===== src/rtl/ppnib_pkg.sv =====
package ppnib_pkg;
  typedef enum logic [1:0] {
    PH_IDLE  = 2'd0,
    PH_ADDR  = 2'd1,
    PH_WDATA = 2'd2,
    PH_RDATA = 2'd3
  } phase_e;
endpackage


===== src/rtl/ppnib_sync.sv =====
module ppnib_sync #(
  parameter int           W       = 1,
  parameter int           STAGES  = 2,
  parameter logic [W-1:0] RST_VAL = '0
) (
  input  logic         clk_i,
  input  logic         rst_ni,
  input  logic [W-1:0] d_i,
  output logic [W-1:0] q_o
);
  logic [W-1:0] stg_q [STAGES];

  always_ff @(posedge clk_i or negedge rst_ni) begin
    if (!rst_ni) begin
      for (int i = 0; i < STAGES; i++) stg_q[i] <= RST_VAL;
    end else begin
      stg_q[0] <= d_i;
      for (int i = 1; i < STAGES; i++) stg_q[i] <= stg_q[i-1];
    end
  end

  assign q_o = stg_q[STAGES-1];
endmodule


===== src/rtl/ppnib_nib_enc.sv =====
module ppnib_nib_enc #(
  parameter int DATA_W = 8,
  localparam int NIB_W = DATA_W / 2
) (
  input  logic [DATA_W-1:0] byte_i,
  input  logic              hi_sel_i,
  input  logic              en_i,
  output logic [7:0]        stat_o
);
  logic [NIB_W-1:0] nib;

  assign nib = hi_sel_i ? byte_i[DATA_W-1:NIB_W] : byte_i[NIB_W-1:0];

  // nibble bit k -> status pin; bit 0 lands on the busy pin at its true level
  always_comb begin
    stat_o = '0;
    if (en_i) begin
      stat_o[3] = nib[3];
      stat_o[4] = nib[2];
      stat_o[5] = nib[1];
      stat_o[7] = nib[0];
    end
  end
endmodule


===== src/rtl/ppnib_core.sv =====
module ppnib_core
  import ppnib_pkg::*;
#(
  parameter int ADDR_W = 7,
  parameter int DATA_W = 8
) (
  input  logic              clk_i,
  input  logic              rst_ni,
  input  logic              sel_i,
  input  logic              afd_i,
  input  logic              stb_i,
  input  logic [DATA_W-1:0] data_i,
  input  logic [DATA_W-1:0] rdata_i,
  output logic [ADDR_W-1:0] addr_o,
  output logic [DATA_W-1:0] wdata_o,
  output logic              we_o,
  output logic              re_o,
  output logic [DATA_W-1:0] rbyte_o,
  output logic              rd_phase_o,
  output logic              hi_sel_o
);
  phase_e            phase_q;
  logic              afd_d, stb_d;
  logic              pend_addr_q, pend_wr_q, cap_q;
  logic              we_q, re_q;
  logic [ADDR_W-1:0] addr_q;
  logic [DATA_W-1:0] wdata_q, rbyte_q;
  logic              afd_rise, stb_rise;

  assign afd_rise = afd_i & ~afd_d;
  assign stb_rise = stb_i & ~stb_d;

  always_ff @(posedge clk_i or negedge rst_ni) begin
    if (!rst_ni) begin
      phase_q     <= PH_IDLE;
      afd_d       <= 1'b0;
      stb_d       <= 1'b0;
      pend_addr_q <= 1'b0;
      pend_wr_q   <= 1'b0;
      cap_q       <= 1'b0;
      we_q        <= 1'b0;
      re_q        <= 1'b0;
      addr_q      <= '0;
      wdata_q     <= '0;
      rbyte_q     <= '0;
    end else begin
      afd_d     <= afd_i;
      stb_d     <= stb_i;
      we_q      <= 1'b0;
      re_q      <= 1'b0;
      pend_addr_q <= 1'b0;
      pend_wr_q <= 1'b0;
      cap_q     <= re_q;
      if (cap_q) rbyte_q <= rdata_i;
      if (sel_i) begin
        phase_q <= PH_IDLE;
      end else begin
        unique case (phase_q)
          PH_IDLE: phase_q <= PH_ADDR;
          PH_ADDR: begin
            pend_addr_q <= afd_rise;
            if (pend_addr_q) begin
              addr_q  <= data_i[ADDR_W-1:0];
              phase_q <= data_i[DATA_W-1] ? PH_RDATA : PH_WDATA;
            end
          end
          PH_WDATA: begin
            pend_wr_q <= stb_rise;
            if (pend_wr_q) begin
              we_q    <= 1'b1;
              wdata_q <= data_i;
            end
          end
          PH_RDATA: re_q <= stb_rise;
          default:  phase_q <= PH_IDLE;
        endcase
      end
    end
  end

  assign addr_o     = addr_q;
  assign wdata_o    = wdata_q;
  assign we_o       = we_q;
  assign re_o       = re_q;
  assign rbyte_o    = rbyte_q;
  assign rd_phase_o = (phase_q == PH_RDATA);
  assign hi_sel_o   = ~stb_i;


  abort_idle_chk: assert property (@(posedge clk_i) disable iff (!rst_ni)
    sel_i |=> phase_q == PH_IDLE);


  wr_phase_chk: assert property (@(posedge clk_i) disable iff (!rst_ni)
    we_q |-> $past(phase_q) == PH_WDATA);


  rd_pulse_chk: assert property (@(posedge clk_i) disable iff (!rst_ni)
    re_q |=> !re_q);


  rw_excl_chk: assert property (@(posedge clk_i) disable iff (!rst_ni)
    !(we_q && re_q));


  addr_hold_chk: assert property (@(posedge clk_i) disable iff (!rst_ni)
    ((phase_q == PH_WDATA || phase_q == PH_RDATA) && $past(phase_q) == phase_q)
      |-> $stable(addr_q));


  addr_phase_quiet_chk: assert property (@(posedge clk_i) disable iff (!rst_ni)
    (phase_q == PH_ADDR && $past(phase_q) == PH_ADDR) |-> !we_q && !re_q);
endmodule


===== src/rtl/ppnib_bridge.sv =====
module ppnib_bridge #(
  parameter int ADDR_W      = 7,
  parameter int DATA_W      = 8,
  parameter int SYNC_STAGES = 2
) (
  input  logic              clk_i,
  input  logic              rst_ni,
  input  logic [DATA_W-1:0] host_data_i,
  input  logic              host_sel_i,
  input  logic              host_afd_i,
  input  logic              host_stb_i,
  output logic [7:0]        host_stat_o,
  output logic [ADDR_W-1:0] bus_addr_o,
  output logic [DATA_W-1:0] bus_wdata_o,
  output logic              bus_we_o,
  output logic              bus_re_o,
  input  logic [DATA_W-1:0] bus_rdata_i
);
  localparam int CTL_W = 3;

  logic [CTL_W-1:0]  ctl_s;
  logic [DATA_W-1:0] data_s;
  logic [DATA_W-1:0] rbyte;
  logic              rd_phase, hi_sel;

  ppnib_sync #(.W(CTL_W), .STAGES(SYNC_STAGES), .RST_VAL(3'b100)) u_ctl_sync (
    .clk_i (clk_i),
    .rst_ni(rst_ni),
    .d_i   ({host_sel_i, host_afd_i, host_stb_i}),
    .q_o   (ctl_s)
  );

  ppnib_sync #(.W(DATA_W), .STAGES(SYNC_STAGES), .RST_VAL('0)) u_data_sync (
    .clk_i (clk_i),
    .rst_ni(rst_ni),
    .d_i   (host_data_i),
    .q_o   (data_s)
  );

  ppnib_core #(.ADDR_W(ADDR_W), .DATA_W(DATA_W)) u_core (
    .clk_i     (clk_i),
    .rst_ni    (rst_ni),
    .sel_i     (ctl_s[2]),
    .afd_i     (ctl_s[1]),
    .stb_i     (ctl_s[0]),
    .data_i    (data_s),
    .rdata_i   (bus_rdata_i),
    .addr_o    (bus_addr_o),
    .wdata_o   (bus_wdata_o),
    .we_o      (bus_we_o),
    .re_o      (bus_re_o),
    .rbyte_o   (rbyte),
    .rd_phase_o(rd_phase),
    .hi_sel_o  (hi_sel)
  );

  ppnib_nib_enc #(.DATA_W(DATA_W)) u_enc (
    .byte_i  (rbyte),
    .hi_sel_i(hi_sel),
    .en_i    (rd_phase),
    .stat_o  (host_stat_o)
  );
endmodule


===== config.mk =====
export PLATFORM = sky130hd
export DESIGN_NAME = ppnib_bridge
export DESIGN_NICKNAME = d
export VERILOG_FILES = /design/src/rtl/ppnib_pkg.sv /design/src/rtl/ppnib_sync.sv /design/src/rtl/ppnib_nib_enc.sv /design/src/rtl/ppnib_core.sv /design/src/rtl/ppnib_bridge.sv
export SDC_FILE = /design/constraint.sdc
export NUM_CORES = 1
export LEC_CHECK = 0
export BUFFER_PORTS_ARGS = -buffer_cell sky130_fd_sc_hd__buf_2
export CAP_MARGIN = 15
export CORE_AREA = 2 2 67 69
export CTS_CLUSTER_DIAMETER = 30
export CTS_CLUSTER_SIZE = 25
export DETAILED_ROUTE_END_ITERATION = 16
export DIE_AREA = 0 0 69 71
export GPL_TIMING_DRIVEN = 0
export PLACE_DENSITY = 0.79
export SLEW_MARGIN = 20
export SYNTH_ARGS = -nofsm -noshare
export SYNTH_HDL_FRONTEND = slang
export SYNTH_SLANG_ARGS = --single-unit

===== constraint.sdc =====
create_clock -name clk_i -period 1.7 [get_ports clk_i]
set_input_delay 0.17 -clock clk_i [delete_from_list [all_inputs] [get_ports clk_i]]
set_output_delay 0.17 -clock clk_i [all_outputs]
set_load 0.1 [all_outputs]

Yosys cells after proc, flatten, opt, wreduce, memory -nomap -nowiden. Index checks and enable logic that the tools add are counted.

Register bits: 54. Bits of input ports: 21. Output and inout bits: 25. Word-level logic and storage cells: 45.

Bitwise operators: 5. Reduce and logical (&&, ||, !) cells: 5. Muxes and demuxes: 16. Equality and inequality tests: 4.

Operator list (count): 1-bit 2-to-1 mux (11); 3-bit AND reduction (2); 2-bit == test, second input constant (2); 2-bit 2-to-1 mux (2); 4-bit 2-to-1 mux (1); 2-bit case mux with 2 select lines (1); 3-bit 2-to-1 mux (1); 3-bit by 2-bit != test with 1-bit output, second input constant (1); 1-bit inverter (3); 3-bit nonzero test (1); 1-bit bitwise AND (2); 2-bit by 1-bit == test with 1-bit output, second input constant (1); 2-bit zero test (1); 2-bit AND reduction (1).

Depth between registers and ports, before layout.
Depth after elaboration: 4. Mapped depth: 3. Mapped depth without buffers: 2.

Modules after synthesis. Synthesis repeated with hierarchy kept, for this count alone.

Cell total of the unflattened synthesis: 119. Area, all modules: 1959.4 µm².

Modules (own cells, without submodules): ppnib_core (sequential area each 800.8 µm², times used 1, cells each 72, area each 1213.7 µm²); ppnib_sync at u_data_sync (sequential area each 400.4 µm², times used 1, cells each 24, area each 460.4 µm²); ppnib_sync at u_ctl_sync (sequential area each 152.6 µm², times used 1, cells each 9, area each 175.2 µm²); ppnib_nib_enc (sequential area each 0.0 µm², times used 1, cells each 14, area each 110.1 µm²).

Least setup slack after synthesis. No wires, ideal clock.

Kind: register to output. Start point: register u_ctl_sync.stg_q, in the netlist u_ctl_sync.q_o[0]. End point: output port host_stat_o[3]. Required time: 1.530 ns. Path slack: -0.345 ns. Path buffers: 1. Arrival: 1.875 ns. Cell stages (with the launch flop): 4. Cells stage by stage: dfrtp_1 > buf_2 > mux2i_1 > nor2_1.

Cells in the longest elaborated chain, start to end: 2.

RTL lines: from (decl) (line ppnib_sync.sv:11) `logic [W-1:0] stg_q [STAGES];`; 4-bit 2-to-1 mux (line ppnib_nib_enc.sv:12) `assign nib = hi_sel_i ? byte_i[DATA_W-1:NIB_W] : byte_i[NIB_W-1:0];`; 3-bit 2-to-1 mux (line ppnib_nib_enc.sv:17) `if (en_i) begin`; to (decl) (line ppnib_bridge.sv:12) `output logic [7:0] host_stat_o,`.

Every way passes these cells.

Worst setup path in the final report.
Start point: register u_core.phase_q[1]. End point: output port host_stat_o[4].

Cells in the longest elaborated chain, start to end: 2.

RTL lines: from (decl) (line ppnib_core.sv:22) `phase_e phase_q;`; from (signal assigned) (line ppnib_core.sv:64) `phase_q <= data_i[DATA_W-1] ? PH_RDATA : PH_WDATA;`; 2-bit == test (line ppnib_core.sv:86) `assign rd_phase_o = (phase_q == PH_RDATA);`; 3-bit 2-to-1 mux (line ppnib_nib_enc.sv:17).

Every way passes these cells.

==> flow_metrics.py <==
metrics = {
    "synthesis": {
        "synth-seq-cells": 54,
        "synth.distinct_cells": 16,
        "avgSynthCellArea_um2": 16.9,
        "syn-cell-area_um2": 1810,
        "synth_seq_area_share_pct": 74.8,
        "ys_warn_count": 0,
        "synthCells": 107,
    },
    "critical_path": {
        "rrSetupSlack_ns": 0.26,
        "start_kind": "flip-flop",
        "r2r_end": "u_core.addr_o[4]$_DFFE_PN0P_",
        "endpoint_kind": "output pin",
        "r2r_start": "u_core.phase_q[1]$_DFFE_PN0P_",
        "crit_arrival_ns": 1.41,
        "critPathRequiredTime_ns": 1.53,
        "reg2reg_depth": 3,
        "critPathKind": "flip-flop to output pin",
        "worstPathMaxFanout": 7,
    },
    "pwr": {
        "power_density_nw_per_um2": 1140,
        "leakagePower_nw": 1.20,
        "vdd_drop_max_mv": 0.476,
        "power.total_w": 0.00266,
    },
    "drt": {
        "drt-met1-wl_um": 1220,
        "wl_met2_um": 1360,
        "detail-route-antenna-nets": 0,
        "drt-vias-per-instance": 4.53,
        "drt_first_pass_iters": 4,
        "avgRoutedWirePerCell_um": 12.8,
        "wl_um": 2860,
        "top_layer_used": "met4",
        "wl_met3_um": 244,
        "via_count": 1010,
        "drc": 0,
        "drt-initial-drc-count": 55,
    },
    "cts": {
        "cts_tree": "yes",
        "cts_buffers": 5,
        "path_clk_slew_ns": 0.09,
        "root_buffer": "clkbuf_8",
        "clock_latency_ns": 0.30,
        "htreeDepth": 2,
        "clk_path_buf_depth": 2,
        "clock-sinks": 54,
    },
    "worst_hold_path": {
        "min-delay-start": "bus_rdata_i[6]",
        "hp-class": "input pin to flip-flop",
        "holdPathStages": 2,
        "holdPathEnd": "u_core.rbyte_o[6]$_DFFE_PN0P_",
    },
    "die": {
        "fp.coreArea_um2": 4200,
        "ios": 46,
        "die_h_um": 71,
        "rows": 24,
        "die_area_um2": 4900,
        "initial_core_util_pct": 43.0,
        "die_w_um": 69,
    },
    "sta": {
        "drv_slew": 0,
        "setup_viol": 0,
        "final.setup.tns_ns": 0,
        "fin_crit_sh_pct": 92.8,
        "slew_headroom_pct": 58.4,
        "worst_pin_slew_ns": 0.624,
        "fin_worst_skew_ns": 0.00805,
        "rsz0062_at_grt": "false",
        "hold_violations": 0,
        "fin_crit_ns": 1.58,
        "clock.fmax_mhz": 634,
    },
    "grt": {
        "grt_max_degree": 55,
        "antenna_found_initial": 0,
        "grt-ovfl-total": 0,
        "grt_pass1_wl_um": 4820,
        "grt_pass1_vias": 1033,
        "grtUsageTotal_pct": 12.9,
    },
    "place": {
        "placedCellCount": 203,
        "dp_hpwl_um": 1970,
        "port_buffers": 41,
        "gp_congestion": 0.772,
    },
    "final_layout": {
        "final_common_cell": "dfrtp_1",
        "nets": 191,
        "final_cell_mix": "dfrtp_1, buf_2, mux2_2",
        "drive_gt1_share_pct": 50.3,
        "area_delta_synth_final_pct": 29.5,
        "layout.cells.non_filler": 223,
        "insertedDiodeCount": 0,
        "fillers": 367,
    },
    "outcome": {
        "status": "finished clean",
    },
    "run": {
        "maxCapViolCount": 0,
    },
}
-- final cells by class --
class	count	area, um^2	share of cell area, %
buffer	8	51.3	2.19
tap	52	65.1	2.78
sequential	54	1350	57.8
clock buffer	5	68.8	2.94
multi-input combinational	48	425	18.2
clock inverter	3	40.0	1.71
timing repair buffer	53	338	14.4
-- stage by stage --
stage	cell area (um^2)	utilization, %	setup WS [ns]	hold WS (ns)
floorplan	1830	-	0.113	-0.126
global placement	2100	50.0	0.284	0.276
detailed placement	2100	50.0	0.258	0.278
CTS	2330	55.4	0.0967	0.0887
global route	2340	55.7	0.00471	0.0838
finish	2340	55.7	0.122	0.0926
-- kinds of logic after synthesis --
| group | after synthesis | synth area share [%] |
|---|---|---|
| other cells | 1 | 0.207 |
| simple gates | 16 | 5.32 |
| flops | 54 | 74.8 |
| buf+inv | 8 | 2.84 |
| mux | 27 | 16.5 |
| compound gates | 1 | 0.276 |
-- registers in the layout (all words and copies together), names as in the netlist --
signal,cells
u_core.addr_o,7
u_core.afd_d,1
u_core.cap_q,1
u_core.pend_addr_q,1
u_core.pend_wr_q,1
u_core.phase_q,2
u_core.rbyte_o,8
u_core.re_o,1
u_core.stb_d,1
u_core.wdata_o,8
u_core.we_o,1
u_ctl_sync.q_o,3
u_ctl_sync.stg_q,3
u_data_sync.q_o,8
u_data_sync.stg_q,8
-- how the worst max path moves through the flow --
stage          depth (start not counted)                          start                           end
2_1_floorplan                          3    u_ctl_sync.q_o[0]$_DFF_PN0_                host_stat_o[3]
3_3_place_gp                           3  u_core.phase_q[1]$_DFFE_PN0P_  u_core.addr_o[4]$_DFFE_PN0P_
3_5_place_dp                           3  u_core.phase_q[1]$_DFFE_PN0P_  u_core.addr_o[0]$_DFFE_PN0P_
4_1_cts                                3  u_core.phase_q[0]$_DFFE_PN0P_                host_stat_o[4]
5_1_grt                                3  u_core.phase_q[0]$_DFFE_PN0P_                host_stat_o[5]
6_report                               3  u_core.phase_q[1]$_DFFE_PN0P_                host_stat_o[4]
-- Yosys cell counts (all sizes together) --
cell	count	share of area, %
nor3	1	0.28
dfrtp	52	72
clkbuf	1	0.21
nor2	7	1.5
mux2i	4	2.2
mux2	23	14
buf	7	2.6
a21oi	1	0.28
conb	1	0.21
and4b	1	0.55
dfstp	2	2.9
nor4bb	3	1.7
nand2	1	0.21
or3b	1	0.48
nor2b	2	0.69
-- critical path, cell delays in order, from the launching register on --
cell     delay (ns)
dfrtp_1        0.44
nand2_1        0.21
nor2_2         0.16
buf_4          0.29
-- routing by layer --
metal  track usage (%)  up-vias
met1              16.1      483
met2              20.1       46
li1                  -      476
met4              4.58        0
met3              5.98        5
met5                 0        -
-- where the power goes --
part / total [W] / switching [W] / leakage [nW] / internal (W)
Combinational: 0.000454 / 0.000352 / 0.453 / 0.000102
Clock: 0.000814 / 0.000381 / 0.0579 / 0.000433
Sequential: 0.00139 / 0.0000347 / 0.685 / 0.00136
Total: 0.00266 / 0.000768 / 1.20 / 0.00189
-- repair_timing --
action / CTS / global route
buffers inserted: 0 / 0
resized for setup: 4 / 0
setup endpoints to repair: 4 / 0
hold buffers: 11 / 1
endpoints found under the hold margin: 11 / 52
Power figures use the tool's default switching activity.
